==> src/rtl/hpos_pkg.sv <==
package hpos_pkg;
  typedef enum logic {
    LINE_NARROW = 1'b0,
    LINE_WIDE   = 1'b1
  } line_mode_e;
endpackage

==> src/rtl/hpos_mode_hold.sv <==
module hpos_mode_hold
  import hpos_pkg::*;
#(
  parameter int CNT_W = 9
) (
  input  logic             clk,
  input  logic             rst,
  input  logic             pix_en,
  input  logic             wide_sel,
  input  logic [CNT_W-1:0] count,
  output line_mode_e       mode
);
  localparam logic [CNT_W-1:0] CNT_MAX = {CNT_W{1'b1}};

  logic at_wrap;
  assign at_wrap = pix_en && (count == CNT_MAX);

  always_ff @(posedge clk) begin
    if (rst)          mode <= LINE_NARROW;
    else if (at_wrap) mode <= wide_sel ? LINE_WIDE : LINE_NARROW;
  end

  // the mode moves only on the wrapping step
  p_mode_hold_r6: assert property (@(posedge clk) disable iff (rst)
    !(pix_en && count == CNT_MAX) |=> $stable(mode));
endmodule

==> src/rtl/hpos_seq.sv <==
module hpos_seq
  import hpos_pkg::*;
#(
  parameter int                CNT_W    = 9,
  parameter logic [CNT_W-1:0]  NAR_FROM = 9'h127,
  parameter logic [CNT_W-1:0]  NAR_TO   = 9'h1D2,
  parameter logic [CNT_W-1:0]  WID_FROM = 9'h16C,
  parameter logic [CNT_W-1:0]  WID_TO   = 9'h1C9
) (
  input  logic             clk,
  input  logic             rst,
  input  logic             pix_en,
  input  line_mode_e       mode,
  output logic [CNT_W-1:0] count,
  output logic             line_start,
  output logic             past_jump
);
  localparam logic [CNT_W-1:0] CNT_MAX  = {CNT_W{1'b1}};
  localparam logic [CNT_W-1:0] CNT_ZERO = '0;

  logic [CNT_W-1:0] leap_from, leap_to, nxt;

  always_comb begin
    leap_from = (mode == LINE_WIDE) ? WID_FROM : NAR_FROM;
    leap_to   = (mode == LINE_WIDE) ? WID_TO   : NAR_TO;
    if (count == CNT_MAX)        nxt = CNT_ZERO;
    else if (count == leap_from) nxt = leap_to;
    else                         nxt = count + 1'b1;
  end

  always_ff @(posedge clk) begin
    if (rst) begin
      count      <= CNT_ZERO;
      line_start <= 1'b1;
      past_jump  <= 1'b0;
    end else if (pix_en) begin
      count      <= nxt;
      line_start <= (nxt == CNT_ZERO);
      past_jump  <= (nxt >= leap_to) && (nxt != CNT_ZERO);
    end
  end

  p_leap_narrow_r1: assert property (@(posedge clk) disable iff (rst)
    (pix_en && mode == LINE_NARROW && count == NAR_FROM) |=> count == NAR_TO);
  p_leap_wide_r2: assert property (@(posedge clk) disable iff (rst)
    (pix_en && mode == LINE_WIDE && count == WID_FROM) |=> count == WID_TO);
  p_wrap_r3: assert property (@(posedge clk) disable iff (rst)
    (pix_en && count == CNT_MAX) |=> count == CNT_ZERO);
  p_hold_r4: assert property (@(posedge clk) disable iff (rst)
    !pix_en |=> ($stable(count) && $stable(line_start) && $stable(past_jump)));
  p_start_r7: assert property (@(posedge clk) disable iff (rst)
    $rose(line_start) |-> (count == CNT_ZERO && $past(count) == CNT_MAX));
  p_past_r8: assert property (@(posedge clk) disable iff (rst)
    $rose(past_jump) |-> ($past(count) == leap_from && count == leap_to));
endmodule

==> src/rtl/hpos_counter.sv <==
module hpos_counter
  import hpos_pkg::*;
#(
  parameter int               CNT_W    = 9,
  parameter logic [CNT_W-1:0] NAR_FROM = 9'h127,
  parameter logic [CNT_W-1:0] NAR_TO   = 9'h1D2,
  parameter logic [CNT_W-1:0] WID_FROM = 9'h16C,
  parameter logic [CNT_W-1:0] WID_TO   = 9'h1C9
) (
  input  logic             clk,
  input  logic             rst,
  input  logic             pix_en,
  input  logic             wide_sel,
  output logic [CNT_W-1:0] hpos,
  output logic             line_start,
  output logic             past_jump
);
  line_mode_e mode;

  hpos_mode_hold #(.CNT_W(CNT_W)) u_mode (
    .clk(clk), .rst(rst), .pix_en(pix_en), .wide_sel(wide_sel),
    .count(hpos), .mode(mode)
  );

  hpos_seq #(
    .CNT_W(CNT_W), .NAR_FROM(NAR_FROM), .NAR_TO(NAR_TO),
    .WID_FROM(WID_FROM), .WID_TO(WID_TO)
  ) u_seq (
    .clk(clk), .rst(rst), .pix_en(pix_en), .mode(mode),
    .count(hpos), .line_start(line_start), .past_jump(past_jump)
  );

  // out of reset the flags agree with position zero
  p_reset_r9: assert property (@(posedge clk)
    $past(rst) |-> (hpos == '0 && line_start && !past_jump && mode == LINE_NARROW));
endmodule

==> config.mk <==
export PLATFORM = sky130hd
export DESIGN_NAME = hpos_counter
export DESIGN_NICKNAME = d
export VERILOG_FILES = /design/src/rtl/hpos_pkg.sv /design/src/rtl/hpos_mode_hold.sv /design/src/rtl/hpos_seq.sv /design/src/rtl/hpos_counter.sv
export SDC_FILE = /design/constraint.sdc
export NUM_CORES = 1
export LEC_CHECK = 0
export BUFFER_PORTS_ARGS = -buffer_cell sky130_fd_sc_hd__clkbuf_2
export CAP_MARGIN = 20
export CORE_MARGIN = 8
export CORE_UTILIZATION = 54
export DETAILED_ROUTE_END_ITERATION = 16
export PLACE_DENSITY = 0.77
export SKIP_CTS_REPAIR_TIMING = 1
export SYNTH_ARGS = -nofsm -noshare
export SYNTH_HDL_FRONTEND = slang
export SYNTH_HIERARCHICAL = 1
export SYNTH_SLANG_ARGS = --single-unit
==> constraint.sdc <==
create_clock -name clk -period 3.8 [get_ports clk]
set_input_delay 0.57 -clock clk [delete_from_list [all_inputs] [get_ports clk]]
set_output_delay 0.57 -clock clk [all_outputs]
set_load 0.05 [all_outputs]
==> flow_summary.json <==
{
  "setup_viol": 0,
  "syn_area_per_cell_um2": 8.33,
  "p_clk_frac": 0.371,
  "syn_inst": 109,
  "cp_common_cell": "ha_1",
  "cp_slowest_cell": "dfxtp_1",
  "cp.arrival_ps": 3330,
  "p_leak_nw": 0.443,
  "drt_iter0_markers": 28,
  "synthTopCellsByArea": "dfxtp_1, ha_1, a211oi_1",
  "grt-ovfl-total": 0,
  "rows": 15,
  "drc": 0,
  "dr.pass1.iters": 4,
  "ys.warnings.count": 6,
  "pwr-share-seq": 0.488,
  "worstPathCellList": "ha_1 -> and2_1 -> and3_1 -> ha_1 -> or2_2 -> ha_1 -> nand2b_1 -> a21o_1 -> a21o_1 -> a211o_1 -> o221a_2",
  "cts_root_buf": "clkbuf_4",
  "tns_ps": 0,
  "max_cap_viol_count": 0,
  "antenna_found_initial": 0,
  "p_sw_frac": 0.266,
  "fmax_mhz": 316,
  "rsz0062_at_grt": "false",
  "postRouteWirelength_um": 2250,
  "cts_tree": "yes",
  "cp-end-kind": "flop",
  "start_kind": "flop",
  "htreeDepth": 1,
  "total_power_uw": 273,
  "grt_max_degree": 15,
  "cts.clk_slew.worst_paths_ps": 80,
  "crit_buf_inv": 0,
  "finalHoldViolations": 0,
  "die_w_um": 57.0,
  "synth_area_leader_cell": "dfxtp_1",
  "fin_crit_sh": 0.833,
  "outcome": "complete, no violations",
  "synth_seq_cells": 12,
  "die_area_mm2": 0.00325,
  "clock_skew_ps": 1.45,
  "syn_area_um2": 908,
  "worst_slew_pin_slew_ps": 478,
  "synth_fp_nets": 119,
  "final_antenna_net_count": 0,
  "clockBufferDepth": 2,
  "grt_pass1_wl_um": 3960,
  "worstPathMaxFanout": 11,
  "dp.cells": 134,
  "dpl.hpwl_um": 1650,
  "seq_area_frac_synth": 0.264,
  "ir_drop_mv": 0.188,
  "diodes": 0,
  "p_comb_frac": 0.141,
  "stdcell_count": 138,
  "core_mm2": 0.00165,
  "slew_headroom": 0.679,
  "clkSinkCount": 12,
  "required_ps": 3970,
  "grt_usage": 0.147,
  "finalCoreUtilization": 0.611,
  "grt_pass1_vias": 876,
  "cts-buffers-inserted": 3,
  "slowest_delay_ps": 410,
  "initial_core_util": 0.550,
  "route.vias.total": 887,
  "area_delta_synth_final_pct": 11.0,
  "routed_via_density": 6.43,
  "clk_latency_ps": 270,
  "num-nets-final": 132,
  "min_period_ps": 3170,
  "hp-class": "reg -> reg",
  "drive_gt1_frac": 0.198,
  "p_sw_uw": 72.6,
  "ys_types": 44,
  "port-buffer-count": 14,
  "power.density_mw_per_mm2": 271,
  "internal_power_uw": 200,
  "synth.top_cell.area_share": 0.264,
  "worstSetupPathType": "reg -> reg",
  "cp_top_family": "simple AND/OR/NAND/NOR gates",
  "place.gp.congestion": 0.987,
  "post_drt_wl_per_cell_um": 16.3,
  "pin_count": 15,
  "slew_viol_final": 0,
  "fp.dieH_um": 57.0
}
-- worst paths after layout --
| check | startpoint | end | slack [ps] | depth (start not counted) |
|---|---|---|---|---|
| max reg2reg | u_seq/count[0]$_SDFFE_PP0P_ | u_seq/past_jump$_SDFFE_PP0P_ | 630 | 11 |
| min | u_seq/line_start$_SDFFE_PP1P_ | u_seq/line_start$_SDFFE_PP1P_ | 500 | 2 |
| max | u_seq/count[0]$_SDFFE_PP0P_ | u_seq/past_jump$_SDFFE_PP0P_ | 630 | 11 |
| min reg2reg | u_seq/line_start$_SDFFE_PP1P_ | u_seq/line_start$_SDFFE_PP1P_ | 500 | 2 |
-- worst register-to-register path, stage by stage (launching register included) --
cell	delay, ps
dfxtp_1	410
ha_1	320
and2_1	230
and3_1	210
ha_1	290
or2_2	330
ha_1	270
nand2b_1	140
a21o_1	170
a21o_1	170
a211o_1	280
o221a_2	260
-- stage by stage --
stage               hold slack [ps]  area, µm²  setup WS, ps
floorplan                       521        908           404
detailed placement              467        972           682
finish                          501       1010           634
CTS                             497       1010           649
global route                    517       1010           440
global placement                454        972           761
-- cells by family (layout without fill, tap and decap cells) --
group	Yosys count	after routing	synth area share
AND/OR/NAND/NOR	42	42	0.277
AO/OA/AOI/OAI	28	28	0.230
multiplexers	3	3	0.0331
flip-flops	12	12	0.264
buffers and inverters	12	24	0.0551
XOR/XNOR	6	6	0.0579
adder cells (fa/ha/maj)	6	6	0.0826
-- sequential cells by signal (all words and copies together) (netlist names) --
register          count
u_seq/line_start      1
u_seq/count           9
u_mode/mode           1
u_seq/past_jump       1
-- area by class of cell --
| type | instances | area, µm² |
|---|---|---|
| clock buffers | 4 | 36.3 |
| fillers | 163 | 643 |
| inverters | 6 | 22.5 |
| multi-input cells | 85 | 618 |
| flip-flops and latches | 12 | 240 |
| well taps | 17 | 21.3 |
| repair buffers | 14 | 70.1 |
-- synth_stat cells, drive strengths merged --
library cell  instances
clkinv                1
nand2b                3
o41ai                 1
o31a                  1
and3                  2
a211o                 3
a21o                  3
nand4                 3
and4                  2
nand3                 1
inv                   5
dfxtp                12
or3                   1
nor3                  3
nand3b                1
o21ai                 1
a41oi                 1
a31oi                 2
buf                   2
a211oi                5
mux2i                 3
and2                  2
or2                   2
o211ai                1
ha                    6
nor2                  6
and4bb                3
xnor2                 4
o221a                 1
nor3b                 1
o32a                  1
a2111o                1
a221oi                1
nand4b                1
a21oi                 6
clkbuf                4
nand2                11
xor2                  2
-- cells in the final DEF, fill, tap and decap left out, types with 3 or more instances in the layout --
master / Yosys / layout
a211o_1: 3 / 3
a211oi_1: 5 / 5
a21o_1: 3 / 3
a21oi_1: 6 / 6
clkbuf_2: 0 / 14
clkbuf_4: 0 / 3
dfxtp_1: 12 / 12
ha_1: 6 / 6
inv_1: 4 / 4
mux2i_1: 3 / 3
nand2_1: 10 / 10
nand2b_1: 3 / 3
nand4_1: 3 / 3
nor2_1: 6 / 6
xnor2_1: 4 / 4
-- power groups by stage --
| stage | clock, mW | combinational (mW) | sequential [mW] |
|---|---|---|---|
| after detailed placement | 0 | 0.0379 | 0.136 |
| after global placement | 0 | 0.0374 | 0.136 |
| after floorplan | 0 | 0.0207 | 0.144 |
| after global routing | 0.112 | 0.0426 | 0.134 |
| final | 0.101 | 0.0385 | 0.133 |
| after CTS | 0.106 | 0.0386 | 0.133 |
-- routing by layer --
layer  vias to the layer above  GRT usage  routed length [µm]
met5                         -          0                   0
met4                         0     0.0705                  29
met3                         6     0.0288                 173
met2                        43      0.234                1060
met1                       408      0.183                 991
li1                        430          -                   -
Note: power is estimated with default switching activity, not from simulation.
